`config.mk`:
```
export PLATFORM = sky130hd
export DESIGN_NAME = mdm_ctrl
export DESIGN_NICKNAME = d
export VERILOG_FILES = /design/src/rtl/mdm_pkg.sv /design/src/rtl/mdm_sync.sv /design/src/rtl/mdm_delta.sv /design/src/rtl/mdm_ctl_reg.sv /design/src/rtl/mdm_ctrl.sv
export SDC_FILE = /design/constraint.sdc
export NUM_CORES = 1
export LEC_CHECK = 0
export BUFFER_PORTS_ARGS = -buffer_cell sky130_fd_sc_hd__buf_2
export CAP_MARGIN = 0
export CORE_MARGIN = 4
export CORE_UTILIZATION = 47
export CTS_BUF_LIST = sky130_fd_sc_hd__clkbuf_8 sky130_fd_sc_hd__clkbuf_16
export DETAILED_ROUTE_END_ITERATION = 7
export GPL_TIMING_DRIVEN = 0
export HOLD_SLACK_MARGIN = 0.02
export MAX_ROUTING_LAYER = met4
export PLACE_DENSITY = 0.89
export SYNTH_ARGS = -nofsm -noshare
export SYNTH_HDL_FRONTEND = slang
export SYNTH_HIERARCHICAL = 1
export SYNTH_SLANG_ARGS = --single-unit
```
`constraint.sdc`:
```
create_clock -name clk -period 1.13 [get_ports clk]
set_clock_uncertainty 0.05 [all_clocks]
set_input_delay 0.0565 -clock clk [delete_from_list [all_inputs] [get_ports clk]]
set_output_delay 0.0565 -clock clk [all_outputs]
set_load 0.02 [all_outputs]
```
`src/rtl/mdm_pkg.sv`:
```
// Package: shared widths and bit positions for the modem control block.
// Assumes a single channel; replicate the top per channel.
package mdm_pkg;
    localparam int CTL_W     = 8;
    localparam int MDM_W     = 4;
    // control register bit positions
    localparam int CTL_DTR   = 0;
    localparam int CTL_RTS   = 1;
    localparam int CTL_IRQEN = 3;
    localparam int CTL_PRESC = 7;
    // modem line index, also change-flag bit position in the status byte
    localparam int M_CTS = 0;
    localparam int M_DSR = 1;
    localparam int M_RI  = 2;
    localparam int M_CD  = 3;
    // lines whose flag sets only on a rising pin (end of ring)
    localparam logic [MDM_W-1:0] RISE_ONLY = MDM_W'(1) << M_RI;
endpackage

```
`src/rtl/mdm_sync.sv`:
```
// Module: multi-stage synchronizer for asynchronous inputs.
// Assumes inputs are quasi-static between transitions; each bit is
// synchronized on its own, with no cross-bit coherency.
module mdm_sync #(
    parameter int         W       = 4,
    parameter int         STAGES  = 2,
    parameter logic [W-1:0] RST_VAL = '1
) (
    input  logic         clk,
    input  logic         rst_n,
    input  logic [W-1:0] d,
    output logic [W-1:0] q
);
    logic [W-1:0] stg [STAGES];

    genvar s;
    generate
        for (s = 0; s < STAGES; s++) begin : g_stage
            if (s == 0) begin : g_first
                // first stage captures the raw pin
                always_ff @(posedge clk) begin
                    if (!rst_n) stg[0] <= RST_VAL;
                    else        stg[0] <= d;
                end
            end else begin : g_next
                // later stages resolve metastability
                always_ff @(posedge clk) begin
                    if (!rst_n) stg[s] <= RST_VAL;
                    else        stg[s] <= stg[s-1];
                end
            end
        end
    endgenerate

    assign q = stg[STAGES-1];
endmodule

```
`src/rtl/mdm_delta.sv`:
```
// Module: change detector with sticky flags and clear-on-read.
// Assumes a synchronized active-low input. Bits set in RISE_MASK flag
// only a low-to-high input edge. A new event wins over a clear.
module mdm_delta #(
    parameter int         W         = 4,
    parameter logic [W-1:0] RISE_MASK = '0
) (
    input  logic         clk,
    input  logic         rst_n,
    input  logic [W-1:0] lvl_n,
    input  logic         clr,
    output logic [W-1:0] flag
);
    logic [W-1:0] prev_n;
    logic [W-1:0] ev;

    genvar i;
    generate
        for (i = 0; i < W; i++) begin : g_ev
            if (RISE_MASK[i]) begin : g_rise
                assign ev[i] = ~prev_n[i] & lvl_n[i];
            end else begin : g_any
                assign ev[i] = prev_n[i] ^ lvl_n[i];
            end
        end
    endgenerate

    // hold the previous synchronized level for edge comparison
    always_ff @(posedge clk) begin
        if (!rst_n) prev_n <= '1;
        else        prev_n <= lvl_n;
    end

    // sticky flags: clear on read, set on event, set wins
    always_ff @(posedge clk) begin
        if (!rst_n) flag <= '0;
        else        flag <= (flag & ~{W{clr}}) | ev;
    end
endmodule

```
`src/rtl/mdm_ctl_reg.sv`:
```
// Module: modem control register with strap capture of the prescaler bit.
// Assumes synchronous reset. While reset is low the prescaler bit keeps
// loading the inverted strap, so the value at release is the one kept.
module mdm_ctl_reg
    import mdm_pkg::*;
(
    input  logic             clk,
    input  logic             rst_n,
    input  logic             strap,
    input  logic             wr,
    input  logic [CTL_W-1:0] wdata,
    output logic [CTL_W-1:0] q
);
    // reset loads the inverted strap into the prescaler bit, writes load all
    always_ff @(posedge clk) begin
        if (!rst_n) begin
            q            <= '0;
            q[CTL_PRESC] <= ~strap;
        end else if (wr) begin
            q <= wdata;
        end
    end
endmodule

```
`src/rtl/mdm_ctrl.sv`:
```
// Module: top of the per-channel modem control and interrupt gating block.
// Assumes one clock domain for the CPU side; modem pins are asynchronous.
// The interrupt pad driver is modelled as a value plus an output enable.
module mdm_ctrl
    import mdm_pkg::*;
#(
    parameter int SYNC_STAGES = 2
) (
    input  logic       clk,
    input  logic       rst_n,
    input  logic       clk_sel_i,
    input  logic       ctl_wr_i,
    input  logic [7:0] ctl_wdata_i,
    input  logic       msr_rd_i,
    input  logic       msi_en_i,
    input  logic       irq_force_i,
    input  logic       cts_n_i,
    input  logic       dsr_n_i,
    input  logic       ri_n_i,
    input  logic       cd_n_i,
    output logic [7:0] ctl_q_o,
    output logic [7:0] msr_q_o,
    output logic       dtr_n_o,
    output logic       rts_n_o,
    output logic       presc_div4_o,
    output logic       irq_o,
    output logic       irq_oe_o
);
    logic [MDM_W-1:0] pins_n;
    logic [MDM_W-1:0] sync_n;
    logic [MDM_W-1:0] chg;
    logic [CTL_W-1:0] ctl;

    assign pins_n[M_CTS] = cts_n_i;
    assign pins_n[M_DSR] = dsr_n_i;
    assign pins_n[M_RI]  = ri_n_i;
    assign pins_n[M_CD]  = cd_n_i;

    mdm_ctl_reg u_ctl (
        .clk   (clk),
        .rst_n (rst_n),
        .strap (clk_sel_i),
        .wr    (ctl_wr_i),
        .wdata (ctl_wdata_i),
        .q     (ctl)
    );

    mdm_sync #(.W(MDM_W), .STAGES(SYNC_STAGES), .RST_VAL('1)) u_sync (
        .clk   (clk),
        .rst_n (rst_n),
        .d     (pins_n),
        .q     (sync_n)
    );

    mdm_delta #(.W(MDM_W), .RISE_MASK(RISE_ONLY)) u_delta (
        .clk   (clk),
        .rst_n (rst_n),
        .lvl_n (sync_n),
        .clr   (msr_rd_i),
        .flag  (chg)
    );

    // drive outputs from register state and gating inputs
    always_comb begin
        ctl_q_o      = ctl;
        msr_q_o      = {~sync_n, chg};
        dtr_n_o      = ~ctl[CTL_DTR];
        rts_n_o      = ~ctl[CTL_RTS];
        presc_div4_o = ctl[CTL_PRESC];
        irq_o        = msi_en_i & (|chg);
        irq_oe_o     = irq_force_i | ctl[CTL_IRQEN];
    end
endmodule

```
**Word level (Yosys, flattened, before mapping)**

Memory sizes are Yosys's and may differ from the RTL's.
Index checks and enable logic that the tools add are counted.

- Bits in registers: 16
- Bits in latches: 0
- Bits in writable memories: 8
- ROM bits: 0
- Bits of input ports: 19
- Output and inout bits: 21
- Word-level logic and storage cells: 29
- Memories: 1

Memory list:

| memory | words | bits a word | read ports | clocked after Yosys merged registers in | write ports | RTL line | text |
|---|---|---|---|---|---|---|---|
| u_sync.stg | 2 | 4 | 2 | 0 | 2 | mdm_sync.sv:14 | `logic [W-1:0] stg [STAGES];` |

- Add/sub/neg operators: 0
- Multipliers: 0
- Div/mod/pow operators: 0
- Magnitude comparators: 0
- Equality and inequality tests: 1
- Shift-type cells: 0
- Multiplexer cells: 6
- Bitwise logic cells: 16
- Reduce and logical (&&, ||, !) cells: 1

Operators with widths:

| kind | number |
|---|---|
| 8-bit 2-to-1 mux | 2 |
| 4-bit 2-to-1 mux | 2 |
| 4-bit inverter | 2 |
| 4-bit bitwise AND | 1 |
| 1-bit inverter | 4 |
| 4-bit OR | 1 |
| 4-bit OR reduction | 1 |
| 1-bit OR | 3 |
| 1-bit XOR | 3 |
| 1-bit bitwise AND | 2 |
| 1-bit 2-to-1 mux | 2 |
| 2-bit by 1-bit != test with 1-bit output (second input constant) | 1 |

**Depth between registers and ports, before layout**

Gate-level depths: netlist of run 1.

- Depth after elaboration: 3
- Gate-level depth with buffers: 3
- Depth with buffers taken out: 2

**Modules after synthesis**

The synthesis of run 1 kept the hierarchy.

Modules (own cells, without submodules):

| module | times used | cells each | area each (µm²) | sequential area each (µm²) |
|---|---|---|---|---|
| mdm_ctl_reg | 1 | 26 | 311.5 | 170.2 |
| mdm_delta | 1 | 24 | 276.5 | 160.2 |
| mdm_sync | 1 | 16 | 210.2 | 160.2 |
| mdm_ctrl | 1 | 9 | 47.5 | 0.0 |

**Least setup slack after synthesis of run 1**

OpenSTA, ideal clock, no wires.

- Kind: flip-flop to output port
- From: reg u_delta.flag[1]
- To: out irq_o
- Arrival time: 0.889 ns
- Data required time: 1.023 ns
- Setup slack: 0.134 ns
- Cell stages (with the launch flop): 2
- Path buffers: 0
- Cell sequence: dfxtp_1 -> o41a_1

- Longest elaborated chain between the ends: 2

RTL lines:

| item | RTL line | text |
|---|---|---|
| start: declaration | mdm_delta.sv:12 | `output logic [W-1:0] flag` |
| start signal: assignment | mdm_delta.sv:37 | `else flag <= (flag & ~{W{clr}}) \| ev;` |
| 4-bit OR reduction | mdm_ctrl.sv:70 | `irq_o = msi_en_i & (\|chg);` |
| 1-bit bitwise AND | mdm_ctrl.sv:70 |  |
| end: declaration | mdm_ctrl.sv:26 | `output logic irq_o,` |

Every way passes these cells.

**Worst setup path in the final report of run 1**

- From: reg u_delta.flag[2]
- To: out irq_o

The elaborated chain is that of the path after synthesis.

==> flow_summary.ini, run 1 <==
[outcome]
status = complete, but fails checks
violations = setup timing

[worst_setup_path]
r2r_cells = 3
required_ps = 1020
critPathCaptureType = output pin
r2r-start = u_delta/flag[2]
crit_type = reg -> out
cp.arrival_ps = 1150
r2r-end = u_delta/flag[2]
regToRegSetupSlack_ps = 360
crit_fanout = 2
start_kind = register

[synth]
syn_area_um2 = 846
syn_avg_cell_area_um2 = 11.3
syn-num-nets = 94
synth_cell_type_count = 15
syn_inst = 75
yosysSeqAreaShare_pct = 58.0
ys_seq_elements = 24
yosys_warnings = 6

[global_route]
grt_use_total_pct = 16.2
grt_max_degree = 27
antenna_found_initial = 0
grt_pass1_vias = 709
grt_pass1_wl_mm = 3.03
grt.overflow.total = 0
busiest_layer = met2
grt_use_met2_pct = 28.3
grt_use_met3_pct = 3.86
grtUsageMet1_pct = 16.5

[cells_and_area]
drive_gt1_share_pct = 40.2
final_cell_mix = 36 x buf_2, 19 x dfxtp_1, 18 x nand2b_1
fin_area_mm2 = 0.00124
layout.nets = 147
final_common_cell = buf_2
antenna-diode-count = 0
fillers = 120
area_growth_pct = 46.6

[sta]
hold_violations = 0
slew_viol_final = 0
finalCritPeriodShare_pct = 111
period_minus_slack_ps = 1250
finalSetupViolCount = 1
rsz0062_at_grt = true
fin_ws_ps = -124
slew_headroom_pct = 74.3
fin_setup_tns_ps = -124
tightest_slew_ps = 386
fmax_mhz = 797

[detailed_routing]
routed_wl_mm = 1.69
vias = 647
drtIter0Drc = 5
vias_per_cell = 4.26
firstDrtPassIters = 4
ant_nets = 0
routedWlPerCell_um = 11.1
route.detailed.drc = 0

[place]
gp_congestion = 0.663
dp_hpwl_mm = 1.10
numPortBuffers = 38
place_area_mm2 = 0.00107
pre_cts_ws_ps = 150

[floorplan]
io-pin-count = 40
coreArea_mm2 = 0.00171
start_util_pct = 49.5
dieArea_mm2 = 0.00254
rows = 15
fp.dieW_um = 50.4
fp.dieH_um = 50.4

[pwr]
power_leakage_uw = 0.000606
powerDensity_mw_per_mm2 = 1400
peakVddDrop_uv = 1040

[flow_run]
max_cap_violations = 0

[clock_network]
clk-insertion-delay-late_ps = 260
clock-sinks = 24
htreeDepth = 1
cts_made_buffers = 3
clock_path_buffers = 2
path_clk_slew_ps = 80
cts_root_buf = clkbuf_8
cts_tree = built

[worst_hold_path]
min_to = u_ctl/q[4]
holdCritStartpoint = ctl_wdata_i[4]
min_path_type = in -> reg
hold_path_depth = 3
area by class of cell:
cell class                      count  area [um^2]  area share [%]
Clock buffer                        4         55.1            4.44
Timing Repair Buffer               48          300            24.2
Buffer                              2         18.8            1.51
Tap cell                           25         31.3            2.52
Sequential cell                    24          495            40.0
Inverter                            6         22.5            1.82
Multi-Input combinational cell     43          317            25.5
worst max-delay path by stage:
stage | start | endpoint | slack [ps] | cells after the start
final | u_delta/flag[2] | irq_o | -120 | 2
after global routing | u_delta/flag[2] | irq_o | -170 | 2
after CTS | u_delta/flag[2] | irq_o | -130 | 2
after detailed placement | u_delta/flag[1] | irq_o | 150 | 2
after global placement | u_delta/flag[1] | irq_o | 160 | 2
after floorplan | u_delta/flag[1] | irq_o | 130 | 1
critical path: stages, from the launching register on:
cell,delay (ps)
dfxtp_2,330
o41a_1,420
buf_6,140
metal layers:
layer,up-vias,wire length (um)
met2,19,863
met4,0,35
li1,340,-
met1,284,706
met5,-,0
met3,4,87
cell families after synthesis:
family,share of synthesized area [%]
DFF,58.0
xor gates and xnor gates,3.11
and+or+nand+nor,19.8
AOI/OAI and AO/OA,5.92
buffers and inverters,4.88
muxes,8.28
timing repair:
item,in CTS,in global routing
setup buffers,1,0
hold endpoints to repair,9,0
hold buffers,9,0
endpoints found under the setup margin,2,2
pin swaps,1,0
cloned,0,0
resized for setup,7,2
registers in the layout, summed over array words and instances, names as in the netlist:
signal          cells
u_sync/stg          8
u_delta/flag        4
u_delta/prev_n      4
u_ctl/q             8
cells in the mapped netlist:
master	n	area, um^2
xnor2_1	3	26.3
buf_6	1	11.3
nand2b_1	18	113
or2_2	1	6.26
nand3_1	1	5.00
edfxtp_1	1	30.0
mux2i_1	7	70.1
dfxtp_1	23	460
a21boi_2	1	11.3
o21ai_0	1	5.00
nor2b_1	7	43.8
inv_1	6	22.5
a21boi_1	3	22.5
buf_4	1	7.51
o41a_1	1	11.3
power by group:
part           internal, uW  leakage (uW)  switching [uW]  total [uW]
Combinational           133      0.000376             126         260
Clock                   310     0.0000288             250         560
Sequential              896      0.000202            21.8         917
Total                  1340      0.000606             398        1740
through the flow:
| stage | power (uW) | instances | utilization (%) | hold slack [ps] |
|---|---|---|---|---|
| floorplan | 1070 | 75 | - | 79.5 |
| global placement | 1150 | 138 | 62.5 | 185 |
| detailed placement | 1160 | 138 | 62.5 | 195 |
| CTS | 1750 | 152 | 72.4 | 20.9 |
| global route | 1830 | 152 | 72.6 | 37.0 |
| finish | 1740 | 152 | 72.6 | 28.4 |
No activity file was read; power rests on OpenSTA's default activity.
==> run 2: changes to the inputs <==
--- a/config.mk
+++ b/config.mk
@@ -9,11 +9,9 @@
 export CAP_MARGIN = 0
 export CORE_MARGIN = 4
 export CORE_UTILIZATION = 47
-export CTS_BUF_LIST = sky130_fd_sc_hd__clkbuf_8 sky130_fd_sc_hd__clkbuf_16
 export DETAILED_ROUTE_END_ITERATION = 7
 export GPL_TIMING_DRIVEN = 0
 export HOLD_SLACK_MARGIN = 0.02
-export MAX_ROUTING_LAYER = met4
 export PLACE_DENSITY = 0.89
 export SYNTH_ARGS = -nofsm -noshare
 export SYNTH_HDL_FRONTEND = slang
==> run 2 against run 1 <==
Compared with the run above:
- the flow still finishes with violations (setup timing)
- count of clock-buffer cells in the layout did not move
- clock power fell by 21%
- die area did not move
- first-iteration DRC count rose to 2.8 times the previous value
- final cell count rose by 3.3%
- register-to-register slack got worse by 30 ps
- hold slack improved by 3.7 ps
- fmax fell by 4.5%
==> flow_summary.ini, run 2 (synthesized netlist as in run 1, its figures left out) <==
[cells_and_area]
fin_area_mm2 = 0.00127
layout.nets = 152
final_common_cell = buf_2
top_regs = u_ctl/q (8), u_sync/stg (8)
antenna-diode-count = 0
final_cell_mix = 35 x buf_2, 19 x dfxtp_1, 18 x nand2b_1
drive_gt1_share_pct = 38.6
layoutNonFillerInstCount = 157
fillers = 114
area_growth_pct = 50.6

[global_route]
grt_use_total_pct = 16.7
grt_pass1_vias = 733
grt.overflow.total = 0
grt_max_degree = 27
grt_pass1_wl_mm = 3.17
antenna_found_initial = 0

[floorplan]
dieArea_mm2 = 0.00254
coreArea_mm2 = 0.00171
fp.dieH_um = 50.4
fp.dieW_um = 50.4
start_util_pct = 49.5
rows = 15
io-pin-count = 40

[worst_setup_path]
crit_fanout = 2
slowest_delay_ps = 430
worst_path_max_delay_cell = o41a_1
r2r-end = u_ctl/q[3]
required_ps = 1020
critPathCaptureType = output pin
r2r-start = u_ctl/q[3]
start_kind = register
crit_chain = o41a_1, buf_6
regToRegSetupSlack_ps = 330
crit_type = reg -> out
cp.arrival_ps = 1210
r2r_cells = 3

[sta]
whs_ps = 32.0
hold_violations = 0
fmax_mhz = 761
fin_ws_ps = -184
period_minus_slack_ps = 1310
finalCritPeriodShare_pct = 116
tightest_slew_ps = 399
finalSetupViolCount = 1
rsz0062_at_grt = true
slew_viol_final = 0
slew_headroom_pct = 73.4

[place]
dp_hpwl_mm = 1.10
place_inst = 138
place_area_mm2 = 0.00107
numPortBuffers = 38
gp_congestion = 0.657

[clock_network]
cts_root_buf = clkbuf_4
clk-insertion-delay-late_ps = 310
cts_tree = built
htreeDepth = 1
clock-sinks = 24
path_clk_slew_ps = 130
cts_made_buffers = 3
clock_path_buffers = 2

[worst_hold_path]
min_to = u_ctl/q[0]
min_path_type = in -> reg
hold_path_depth = 3
holdCritStartpoint = ctl_wr_i

[detailed_routing]
vias_per_cell = 4.29
routed_wl_mm = 1.79
routedWlPerCell_um = 11.4
firstDrtPassIters = 4
drtIter0Drc = 14
vias = 674
ant_nets = 0
route.detailed.drc = 0

[pwr]
peakVddDrop_uv = 1030
powerDensity_mw_per_mm2 = 1280
finalPower_uw = 1640
power_leakage_uw = 0.000620

[outcome]
violations = setup timing
status = complete, but fails checks

[flow_run]
max_cap_violations = 0
-- run 2: cell types whose count changed in the layout (fill, tap and decap cells not counted) --
cell,change
dlygate4sd3_1,+5
buf_4,+1
clkbuf_8,-3
clkbuf_4,+3
buf_2,-1
-- run 2: how the worst max path moves through the flow --
stage | from | endpoint | slack (ps) | depth (start not counted)
CTS | u_delta/flag[2] | irq_o | -200 | 2
detailed placement | u_delta/flag[1] | irq_o | 150 | 2
global route | u_delta/flag[2] | irq_o | -250 | 2
floorplan | u_delta/flag[1] | irq_o | 130 | 1
finish | u_delta/flag[2] | irq_o | -180 | 2
global placement | u_delta/flag[1] | irq_o | 160 | 2
-- run 2: critical path, delay by kind of cell, from the launching register on --
family / cells / cell delay (ps)
flops: 1 / 340
buf+inv: 1 / 140
compound gates: 1 / 430
-- run 2: final cells by class --
cell class,instances,area [um^2],share of cell area (%)
buffer,1,11.3,0.884
clock buffer,4,36.3,2.85
inverter,6,22.5,1.77
multi-input combinational,43,317,24.9
sequential,24,495,38.9
tap,25,31.3,2.46
timing repair buffer,54,360,28.3
-- run 2: power breakdown --
part / switching [uW] / total (uW) / internal, uW
Combinational: 131 / 275 / 145
Sequential: 21.5 / 918 / 896
Clock: 246 / 443 / 197
-- run 2: what timing repair did --
action	in CTS	in global routing
pin swaps	1	1
setup buffers	2	0
endpoints found under the hold margin	16	0
cloned	0	0
endpoints found under the setup margin	2	3
hold buffers	14	0
resized for setup	8	2
-- run 2: metal layers --
metal	vias up	share of wire [%]	GRT usage, %
li1	350	-	-
met1	293	42	17.2
met2	25	50	30.7
met3	6	5.7	4.45
met4	0	2.4	8.07
met5	-	0	0
-- run 2: per-stage QoR --
stage	util, %	setup WS (ps)	setup TNS, ps
6_report	74.6	-184	-184
5_1_grt	74.6	-249	-269
4_1_cts	74.8	-204	-204
3_5_place_dp	62.5	150	0
3_3_place_gp	62.5	156	0
2_1_floorplan	-	134	0
